`config.mk`:
```
export PLATFORM = sky130hd
export DESIGN_NAME = fault_hub
export DESIGN_NICKNAME = d
export VERILOG_FILES = /design/src/rtl/fault_hub_pkg.sv /design/src/rtl/fh_key_guard.sv /design/src/rtl/fh_record.sv /design/src/rtl/fh_out.sv /design/src/rtl/fault_hub.sv
export SDC_FILE = /design/constraint.sdc
export NUM_CORES = 1
export LEC_CHECK = 0
export BUFFER_PORTS_ARGS = -buffer_cell sky130_fd_sc_hd__buf_2
export CORE_MARGIN = 2
export CORE_UTILIZATION = 25
export CTS_BUF_LIST = sky130_fd_sc_hd__clkbuf_8
export CTS_CLUSTER_DIAMETER = 50
export DETAILED_ROUTE_END_ITERATION = 10
export HOLD_SLACK_MARGIN = 0.05
export SLEW_MARGIN = 20
export SYNTH_ARGS = -nofsm -noshare
export SYNTH_HDL_FRONTEND = slang
export SYNTH_SLANG_ARGS = --single-unit
```
`constraint.sdc`:
```
create_clock -name clk -period 2.56 [get_ports clk]
set_clock_uncertainty 0.15 [all_clocks]
set_input_delay 0.128 -clock clk [delete_from_list [all_inputs] [get_ports clk]]
set_output_delay 0.128 -clock clk [all_outputs]
set_load 0.01 [all_outputs]
```
`src/rtl/fault_hub_pkg.sv`:
```
package fault_hub_pkg;

  typedef enum logic [2:0] {
    RG_NONE,
    RG_KEY,
    RG_INJ,
    RG_ERR,
    RG_STAT,
    RG_CFG,
    RG_CNT
  } region_e;

  function automatic region_e decode_addr(input logic [7:0] a);
    if (a == 8'h00)             return RG_KEY;
    else if (a == 8'h01)        return RG_INJ;
    else if (a == 8'h04)        return RG_ERR;
    else if (a[7:3] == 5'b00001) return RG_STAT;
    else if (a[7:6] == 2'b01)   return RG_CFG;
    else if (a[7:6] == 2'b10)   return RG_CNT;
    else                        return RG_NONE;
  endfunction

  // saturating increment on a 16-bit carrier
  function automatic logic [15:0] sat_inc(input logic [15:0] v, input logic [15:0] vmax);
    return (v >= vmax) ? vmax : v + 16'd1;
  endfunction

  // escalation to critical when count passes threshold
  function automatic logic escalates(input logic [15:0] c, input logic [15:0] t, input logic up);
    return up && (c > t);
  endfunction

endpackage

```
`src/rtl/fh_key_guard.sv`:
```
module fh_key_guard (
  input  logic clk,
  input  logic rst_n,
  input  logic key_wr,
  input  logic key_match,
  input  logic prot_wr,
  output logic prot_ok,
  output logic key_err
);

  logic unlocked;

  assign prot_ok = prot_wr && unlocked;

  always_ff @(posedge clk or negedge rst_n) begin
    if (!rst_n) begin
      unlocked <= 1'b0;
      key_err  <= 1'b0;
    end else begin
      if (prot_wr)     unlocked <= 1'b0;
      else if (key_wr) unlocked <= key_match;
      if (prot_wr && !unlocked) key_err <= 1'b1;
    end
  end


  relock_chk: assert property (@(posedge clk) disable iff (!rst_n)
    prot_wr |=> !unlocked);


  denied_err_chk: assert property (@(posedge clk) disable iff (!rst_n)
    (prot_wr && !unlocked) |=> key_err);


  err_sticky_chk: assert property (@(posedge clk) disable iff (!rst_n)
    key_err |=> key_err);

endmodule

```
`src/rtl/fh_record.sv`:
```
module fh_record #(
  parameter int CNT_W = 4
) (
  input  logic             clk,
  input  logic             rst_n,
  input  logic             flt,
  input  logic             inj,
  input  logic             ack,
  input  logic             cfg_wr,
  input  logic             cfg_en,
  input  logic             cfg_crit,
  input  logic             cfg_upg,
  input  logic [CNT_W-1:0] cfg_thr,
  input  logic             cnt_wr,
  input  logic [CNT_W-1:0] cnt_wdata,
  output logic             en,
  output logic             valid,
  output logic             is_crit,
  output logic             newly,
  output logic [CNT_W-1:0] cnt,
  output logic [CNT_W-1:0] thr,
  output logic             crit_st,
  output logic             upg
);

  localparam logic [CNT_W-1:0] CMAX = '1;

  logic        hit;
  logic [15:0] inc16;

  assign hit     = en && (flt || inj);
  assign newly   = hit && !valid;
  assign inc16   = fault_hub_pkg::sat_inc(16'(cnt), 16'(CMAX));
  assign is_crit = crit_st || fault_hub_pkg::escalates(16'(cnt), 16'(thr), upg);

  always_ff @(posedge clk or negedge rst_n) begin
    if (!rst_n) begin
      en      <= 1'b0;
      crit_st <= 1'b0;
      upg     <= 1'b0;
      thr     <= CMAX;
      cnt     <= '0;
      valid   <= 1'b0;
    end else begin
      if (cfg_wr) begin
        en      <= cfg_en;
        crit_st <= cfg_crit;
        upg     <= cfg_upg;
        thr     <= cfg_thr;
      end
      if (cnt_wr)   cnt <= cnt_wdata;
      else if (hit) cnt <= inc16[CNT_W-1:0];
      if (hit)      valid <= 1'b1;
      else if (ack) valid <= 1'b0;
    end
  end


  cnt_sat_chk: assert property (@(posedge clk) disable iff (!rst_n)
    (cnt == CMAX && hit && !cnt_wr) |=> cnt == CMAX);


  dis_cnt_chk: assert property (@(posedge clk) disable iff (!rst_n)
    (!en && !cnt_wr) |=> $stable(cnt));


  dis_valid_chk: assert property (@(posedge clk) disable iff (!rst_n)
    (!en && !valid) |=> !valid);


  repeat_hold_chk: assert property (@(posedge clk) disable iff (!rst_n)
    (hit && valid) |=> valid);


  ack_clear_chk: assert property (@(posedge clk) disable iff (!rst_n)
    (ack && !hit) |=> !valid);

endmodule

```
`src/rtl/fh_out.sv`:
```
module fh_out #(
  parameter int NREC = 8
) (
  input  logic            clk,
  input  logic            rst_n,
  input  logic [NREC-1:0] valid,
  input  logic [NREC-1:0] en,
  input  logic [NREC-1:0] is_crit,
  input  logic [NREC-1:0] newly,
  output logic            crit_out,
  output logic            ncrit_out,
  output logic            new_fault
);

  logic [NREC-1:0] live;
  assign live = valid & en;

  always_ff @(posedge clk or negedge rst_n) begin
    if (!rst_n) begin
      crit_out  <= 1'b0;
      ncrit_out <= 1'b0;
      new_fault <= 1'b0;
    end else begin
      crit_out  <= |(live & is_crit);
      ncrit_out <= |(live & ~is_crit);
      new_fault <= |newly;
    end
  end


  quiet_chk: assert property (@(posedge clk) disable iff (!rst_n)
    (valid == '0) |=> (!crit_out && !ncrit_out));


  evt_valid_chk: assert property (@(posedge clk) disable iff (!rst_n)
    new_fault |-> (valid != '0));

endmodule

```
`src/rtl/fault_hub.sv`:
```
module fault_hub #(
  parameter int          NREC    = 8,
  parameter int          CNT_W   = 4,
  parameter int          DW      = 16,
  parameter logic [15:0] KEY_VAL = 16'hBE5A
) (
  input  logic            clk,
  input  logic            rst_n,
  input  logic [NREC-1:0] flt_in,
  input  logic            reg_wr,
  input  logic [7:0]      reg_addr,
  input  logic [DW-1:0]   reg_wdata,
  output logic [DW-1:0]   reg_rdata,
  output logic            crit_out,
  output logic            ncrit_out,
  output logic            new_fault
);
  import fault_hub_pkg::*;

  localparam int GROUPS = (NREC + DW - 1) / DW;
  localparam int PADW   = GROUPS * DW;

  region_e         rg;
  logic            prot_wr, key_wr, prot_ok, key_err;
  logic [5:0]      idx;
  logic [NREC-1:0] inj_vec, ack_vec, cfg_wr, cnt_wr;
  logic [NREC-1:0] en_v, valid_v, crit_v, newly_v, crit_st_v, upg_v;
  logic [CNT_W-1:0] cnt_v [NREC];
  logic [CNT_W-1:0] thr_v [NREC];
  logic [PADW-1:0] stat_pad;

  assign rg      = decode_addr(reg_addr);
  assign idx     = reg_addr[5:0];
  assign key_wr  = reg_wr && (rg == RG_KEY);
  assign prot_wr = reg_wr && (rg == RG_INJ || rg == RG_CFG || rg == RG_CNT);
  assign stat_pad = PADW'(valid_v);

  fh_key_guard guard_i (
    .clk       (clk),
    .rst_n     (rst_n),
    .key_wr    (key_wr),
    .key_match (16'(reg_wdata) == KEY_VAL),
    .prot_wr   (prot_wr),
    .prot_ok   (prot_ok),
    .key_err   (key_err)
  );

  for (genvar i = 0; i < NREC; i++) begin : g_rec
    localparam int GRP = i / DW;
    localparam int BIT = i % DW;

    assign inj_vec[i] = prot_ok && (rg == RG_INJ) && (int'(reg_wdata) == i);
    assign cfg_wr[i]  = prot_ok && (rg == RG_CFG) && (int'(idx) == i);
    assign cnt_wr[i]  = prot_ok && (rg == RG_CNT) && (int'(idx) == i);
    assign ack_vec[i] = reg_wr && (rg == RG_STAT) && (int'(reg_addr[2:0]) == GRP)
                        && reg_wdata[BIT];

    fh_record #(.CNT_W(CNT_W)) rec_i (
      .clk       (clk),
      .rst_n     (rst_n),
      .flt       (flt_in[i]),
      .inj       (inj_vec[i]),
      .ack       (ack_vec[i]),
      .cfg_wr    (cfg_wr[i]),
      .cfg_en    (reg_wdata[0]),
      .cfg_crit  (reg_wdata[1]),
      .cfg_upg   (reg_wdata[2]),
      .cfg_thr   (reg_wdata[8 +: CNT_W]),
      .cnt_wr    (cnt_wr[i]),
      .cnt_wdata (reg_wdata[CNT_W-1:0]),
      .en        (en_v[i]),
      .valid     (valid_v[i]),
      .is_crit   (crit_v[i]),
      .newly     (newly_v[i]),
      .cnt       (cnt_v[i]),
      .thr       (thr_v[i]),
      .crit_st   (crit_st_v[i]),
      .upg       (upg_v[i])
    );
  end

  fh_out #(.NREC(NREC)) out_i (
    .clk       (clk),
    .rst_n     (rst_n),
    .valid     (valid_v),
    .en        (en_v),
    .is_crit   (crit_v),
    .newly     (newly_v),
    .crit_out  (crit_out),
    .ncrit_out (ncrit_out),
    .new_fault (new_fault)
  );

  always_comb begin
    reg_rdata = '0;
    unique case (rg)
      RG_ERR:  reg_rdata = DW'(key_err);
      RG_STAT: begin
        for (int g = 0; g < GROUPS; g++)
          if (int'(reg_addr[2:0]) == g) reg_rdata = stat_pad[g*DW +: DW];
      end
      RG_CFG: begin
        for (int i = 0; i < NREC; i++)
          if (int'(idx) == i)
            reg_rdata = DW'({thr_v[i], 5'b0, upg_v[i], crit_st_v[i], en_v[i]});
      end
      RG_CNT: begin
        for (int i = 0; i < NREC; i++)
          if (int'(idx) == i) reg_rdata = DW'(cnt_v[i]);
      end
      default: reg_rdata = '0;
    endcase
  end

endmodule

```
* Word level (Yosys, flattened, before mapping)
Index checks and enable logic that the tools add are counted.
** Word-level totals
- Bits in registers :: 101
- Output and inout bits :: 19
- Word-level logic and storage cells :: 289
** Operators by class
- Magnitude comparators :: 16
- Muxes and demuxes :: 66
- Bitwise logic cells :: 4
- $add $sub $neg :: 8
- Equal/unequal tests :: 26
- Reduce and logical (&&, ||, !) cells :: 116
** Operators by type and width (number)
- 16-bit two-way mux :: 14
- 4-bit two-way mux :: 25
- 1-bit logical AND :: 65
- 16-bit by 4-bit equality test with 1-bit output (second input constant) :: 4
- 16-bit case mux with 4 select lines :: 1
- 2-bit nonzero test :: 17
- 4-bit by 1-bit adder with 4-bit output (second input constant) :: 8
- 16-bit by 3-bit equality test with 1-bit output (second input constant) :: 2
- 4-bit >= comparator (second input constant) :: 8
- 4-bit greater-than comparator :: 8
- 8-bit bitwise AND :: 3
- 6-bit by 4-bit equality test with 1-bit output (second input constant) :: 4
- 8-bit OR reduction :: 3
- 1-bit logical OR :: 18
- 1-bit two-way mux :: 18
- 3-bit two-way mux :: 6
- 16-bit equality test (second input constant) :: 1
- 16-bit by 2-bit equality test with 1-bit output (second input constant) :: 1
- 16-bit logical NOT :: 1
- 6-bit by 3-bit equality test with 1-bit output (second input constant) :: 2
- 12-bit two-way mux :: 1
- 3-bit equality test (second input constant) :: 3
- 1-bit logical NOT :: 9
- 8-bit by 1-bit equality test with 1-bit output (second input constant) :: 1
- other kinds (12) :: 13

* Logic depth before layout (Yosys ltp)
- Word-level depth :: 18
- Depth in mapped cells :: 10
- Gate-level depth less buffers :: 9

* By module
A second synthesis with hierarchy kept.
** Unflattened totals
- Cell total of the unflattened synthesis :: 753
- Area, all modules :: 7035.5 um2
** Modules (own cells, without submodules)
- fh_record (g_rec[0].rec_i ...) :: cells an instance 62, instances 7, area each 648.1 um2
- fault_hub :: cells an instance 222, instances 1, area each 1566.5 um2
- fh_record (g_rec[7].rec_i) :: cells an instance 62, instances 1, area each 639.4 um2
- fh_out :: cells an instance 28, instances 1, area each 210.2 um2
- fh_key_guard :: cells an instance 7, instances 1, area each 82.6 um2

* Least setup slack after synthesis
Ideal clock, no wire load.
- Path type :: input port to flip-flop
- Start point :: input reg_addr[6]
- End point :: register g_rec[6].rec_i.crit_st
- Arrival :: 2.095 ns
- Slack :: 0.190 ns
- Stages :: 10
- Buffers on the path :: 1
- Cells stage by stage :: inv_1 ha_1 nor2b_1 a31oi_1 inv_1 o21ai_0 nand2_2 buf_2 nor2_2 mux2_2
** On the way
- Cells in the longest elaborated chain, start to end :: 14
- Elaborated cells on any way between the ends :: 21
** RTL lines
- start, declared :: RTL line fault_hub.sv:11 : input logic [7:0] reg_addr,
- 2-bit equality test :: RTL line fault_hub_pkg.sv:19 : else if (a[7:6] == 2'b10) return RG_CNT;
- 3-bit two-way mux :: RTL line fault_hub_pkg.sv:19
- 3-bit two-way mux :: RTL line fault_hub_pkg.sv:18 : else if (a[7:6] == 2'b01) return RG_CFG;
- 3-bit two-way mux :: RTL line fault_hub_pkg.sv:17 : else if (a[7:3] == 5'b00001) return RG_STAT;
- 3-bit two-way mux :: RTL line fault_hub_pkg.sv:16 : else if (a == 8'h04) return RG_ERR;
- 3-bit two-way mux :: RTL line fault_hub_pkg.sv:15 : else if (a == 8'h01) return RG_INJ;
- 3-bit two-way mux * :: RTL line fault_hub_pkg.sv:14 : if (a == 8'h00) return RG_KEY;
- 3-bit by 2-bit equality test with 1-bit output or 3-bit equality test (tied branches) :: RTL line fault_hub.sv:35, fault_hub.sv:53
- 1-bit logical OR (2 in a row) :: RTL line fault_hub.sv:35 : assign prot_wr = reg_wr && (rg == RG_INJ || rg == RG_CFG || rg == RG_CNT);
- 1-bit logical AND :: RTL line fault_hub.sv:35
- 1-bit logical AND :: RTL line fh_key_guard.sv:13 : assign prot_ok = prot_wr && unlocked;
- 1-bit logical AND * (2 in a row) :: RTL line fault_hub.sv:53 : assign cfg_wr[i] = prot_ok && (rg == RG_CFG) && (int'(idx) == i);
- end signal, assigned :: RTL line fh_record.sv:47 : crit_st <= cfg_crit;
- end, declared :: RTL line fh_record.sv:22 : output logic crit_st,
Mark *: on every way between the ends. The rest lies on a longest branch, timed or not.
A chain may end at the register's enable or synchronous reset.

* Worst setup path in the final report
- Start point :: register g_rec[0].rec_i.thr[1]
- End point :: register out_i.crit_out
** On the way
- Cells in the longest elaborated chain, start to end :: 5
** RTL lines
- start, declared :: RTL line fh_record.sv:21 : output logic [CNT_W-1:0] thr,
- start signal, assigned :: RTL line fh_record.sv:49 : thr <= cfg_thr;
- 4-bit greater-than comparator :: RTL line fault_hub_pkg.sv:30 : return up && (c > t);
- 1-bit logical AND :: RTL line fault_hub_pkg.sv:30
- 1-bit logical OR :: RTL line fh_record.sv:34 : assign is_crit = crit_st || fault_hub_pkg::escalates(16'(cnt), 16'(thr), upg);
- 8-bit bitwise AND :: RTL line fh_out.sv:24 : crit_out <= |(live & is_crit);
- 8-bit OR reduction :: RTL line fh_out.sv:24
- end signal, assigned :: RTL line fh_out.sv:24
- end, declared :: RTL line fh_out.sv:10 : output logic crit_out,
No other way between the ends.

==> impl_metrics.csv <==
group,metric,value,unit
placed_design,dp_hpwl,18200,um
setup_path,worstPathArrival,2.61,ns
power,p_leak,3.70,nW
run,max_cap_viol_count,0,
worst_hold_path,min_path_type,"input port to async pin",
routing,drc,0,
sta,hold_viol,0,
yosys,synth-edff-count,0,
yosys,ys_top_cells_by_area,"dfrtp_1 (25%), dfstp_2 (12%), mux2_2 (8.8%), ha_1 (7.6%), nand2_1 (5.0%)",
power,max-vdd-ir-drop,0.000193,V
status,status,"finished clean",
yosys,synth_top_cell_by_area,"dfrtp_1",
final_layout,drive_gt1_share,32.0,%
setup_path,start_kind,"register",
yosys,yosys.cell_count.top_type,"nand2_1",
cts,clkTransAtPathRegs,0.11,ns
final_layout,antenna_cells,0,
power,power.density,376,nW/um^2
yosys,ys_ff_latch,101,
sta,min_period,2.47,ns
setup_path,path_class,"register to register",
setup_path,crit_required,2.70,ns
routing,drt_iter0_drc,623,
cts,clockBufferDepth,2,
cts,cts_tree,"done",
yosys,syn_inst,734,
yosys,synth_ff_type,"dfrtp_1",
global_route,grt_pass1_wl,36600,um
cts,cts_buffers,9,
setup_path,path_max_fanout,3,
final_layout,nets,944,
sta,fmax,405,MHz
final_layout,fin_util,31.3,%
yosys,ys_top_cells_by_count,"nand2_1 (93), dfrtp_1 (69), inv_1 (57)",
die,design.portCount,54,
yosys,ys_types,78,
global_route,grt-ovfl-total,0,
sta,rsz0062_at_grt,"yes",
sta,setup_viol,0,
global_route,grt_use_met3,1.77,%
global_route,grtUsageMet2,25.7,%
die,die_w,172,um
cts,clock-sinks,101,
global_route,antenna_found_initial,0,
sta,fin_ws,0.0887,ns
global_route,busiest_layer,"met2",
yosys,synth_top_area_share,24.5,%
sta,setup-tns-final,0,ns
cts,clkLatencyLatePin,0.40,ns
global_route,grt_usage,16.6,%
setup_path,worstSetupEndpointType,"register",
cts,cts-root-buf,"clkbuf_8",
die,start_util,25.3,%
yosys,synth.cell_area,7040,um^2
global_route,gr-usage-met1,23.4,%
yosys,async_flop_share,100,%
sta,holdWs,0.0774,ns
cts,h-tree-depth,3,
routing,ant_nets,0,
routing,routed_wirelength,23600,um
placed_design,pre_cts_ws,0.0403,ns
global_route,grt_pass1_vias,6281,
routing,drtPass1Iterations,5,
global_route,grt_max_degree,71,
placed_design,place_congestion,0.962,
die,dieHeight,172,um
die,num_rows,61,
die,coreArea,27800,um^2
placed_design,io_buffer_count,49,
sta,period_share,96.5,%
sta,drv_slew,0,
die,die_area,29500,um^2
yosys,ys_warn_count,0,
yosys,yosysSeqAreaShare,36.5,%
routing,vias,6420,
final_layout,area_delta_synth_final,23.6,%
yosys,syn_area_per_cell,9.59,um^2
routing,wl_per_cell,18.9,um
routing,viasPerCell,5.14,
-- final cells by class --
type	count	area, um^2
inverter	57	214
fill	2936	19100
sequential	101	2570
clock inverter	6	78.8
multi-input combinational	549	4170
clock buffer	10	138
timing repair buffer	148	1060
tap	378	473
-- per-stage QoR --
step | instance area, um^2 | total power [mW] | std cells
after detailed placement | 8250 | 2.12 | 1212
after CTS | 8630 | 3.28 | 1244
after floorplan | 7050 | 1.90 | 737
after global placement | 8250 | 2.11 | 1212
final | 8700 | 3.27 | 1249
after global routing | 8700 | 3.41 | 1249
-- power breakdown --
group / switching [mW] / internal [mW]
Combinational: 0.270 / 0.180
Clock: 0.583 / 0.568
Sequential: 0.0448 / 1.62
Total: 0.898 / 2.37
-- logic make-up after synthesis --
kind of cell	after synthesis	share of synthesized area [%]
AND/OR/NAND/NOR	242	18.4
XOR/XNOR	2	0.249
buffers and inverters	87	4.98
adder cells (fa/ha/maj)	43	7.64
multiplexers	82	14.9
other	1	0.0533
flip-flops	101	36.5
AO/OA/AOI/OAI	176	17.3
-- worst max-delay path, stage by stage (launching register included) --
cell	delay [ns]
dfstp_2	0.55
inv_1	0.04
ha_1	0.28
nor2b_1	0.13
o21a_1	0.15
o21ai_0	0.14
nand2b_1	0.07
a31oi_1	0.30
o22ai_1	0.14
or4_1	0.40
-- flip-flops by register name (all words and copies together), names as in the netlist --
register             cells
out_i.new_fault          1
guard_i.key_err          1
g_rec.rec_i.cnt         32
g_rec.rec_i.upg          8
g_rec.rec_i.thr         32
g_rec.rec_i.crit_st      8
out_i.crit_out           1
guard_i.unlocked         1
g_rec.rec_i.en           8
out_i.ncrit_out          1
g_rec.rec_i.valid        8
-- placed cells by master, fill, tap and decap left out, drive strengths merged, types with 4 or more instances in the layout --
cell	count
nor2	19
conb	4
o21ai	53
ha	43
and2	10
o21bai	4
mux2i	14
a21o	5
o31ai	9
a31oi	8
a211oi	4
o221ai	7
mux4	13
nand4	14
dlygate4sd3	16
buf	132
nand2	94
nand3b	5
a22o	4
mux2	55
clkbuf	10
o22ai	7
inv	59
o211ai	4
nor2b	18
nor4	5
a41oi	4
dfstp	32
a21oi	37
nand2b	7
dfrtp	69
nand3	38
nor3	17
o21a	5
-- layer usage --
| metal | up-vias | part of all wire, % |
|---|---|---|
| met5 | - | 0 |
| met4 | 0 | 3.1 |
| met3 | 54 | 6.6 |
| met2 | 282 | 44 |
| met1 | 3129 | 46 |
| li1 | 2955 | - |
-- worst paths after layout --
check                                                        from                                 to  slack [ns]  cells past startpoint
worst min-delay path                                        rst_n  g_rec[3].rec_i.cnt[1]$_DFFE_PN0P_        0.08                      2
max in group asynchronous                                   rst_n  g_rec[5].rec_i.thr[0]$_DFFE_PN1P_        1.39                      3
min in group clk                                     reg_wdata[8]  g_rec[4].rec_i.thr[0]$_DFFE_PN1P_        0.08                      2
worst max register to register  g_rec[0].rec_i.thr[1]$_DFFE_PN1P_           out_i.crit_out$_DFF_PN0_        0.09                      9
worst max-delay path            g_rec[0].rec_i.thr[1]$_DFFE_PN1P_           out_i.crit_out$_DFF_PN0_        0.09                      9
worst min register to register        guard_i.key_err$_DFFE_PN0P_        guard_i.key_err$_DFFE_PN0P_        0.36                      1
-- repair_timing --
action                     4_1_cts  5_1_grt
hold buffers                    16        0
setup buffers                    0        5
hold endpoints to repair       111        0
gates resized for setup          0        9
setup endpoints to repair        0        8
Note: power is estimated with default switching activity, not from simulation.
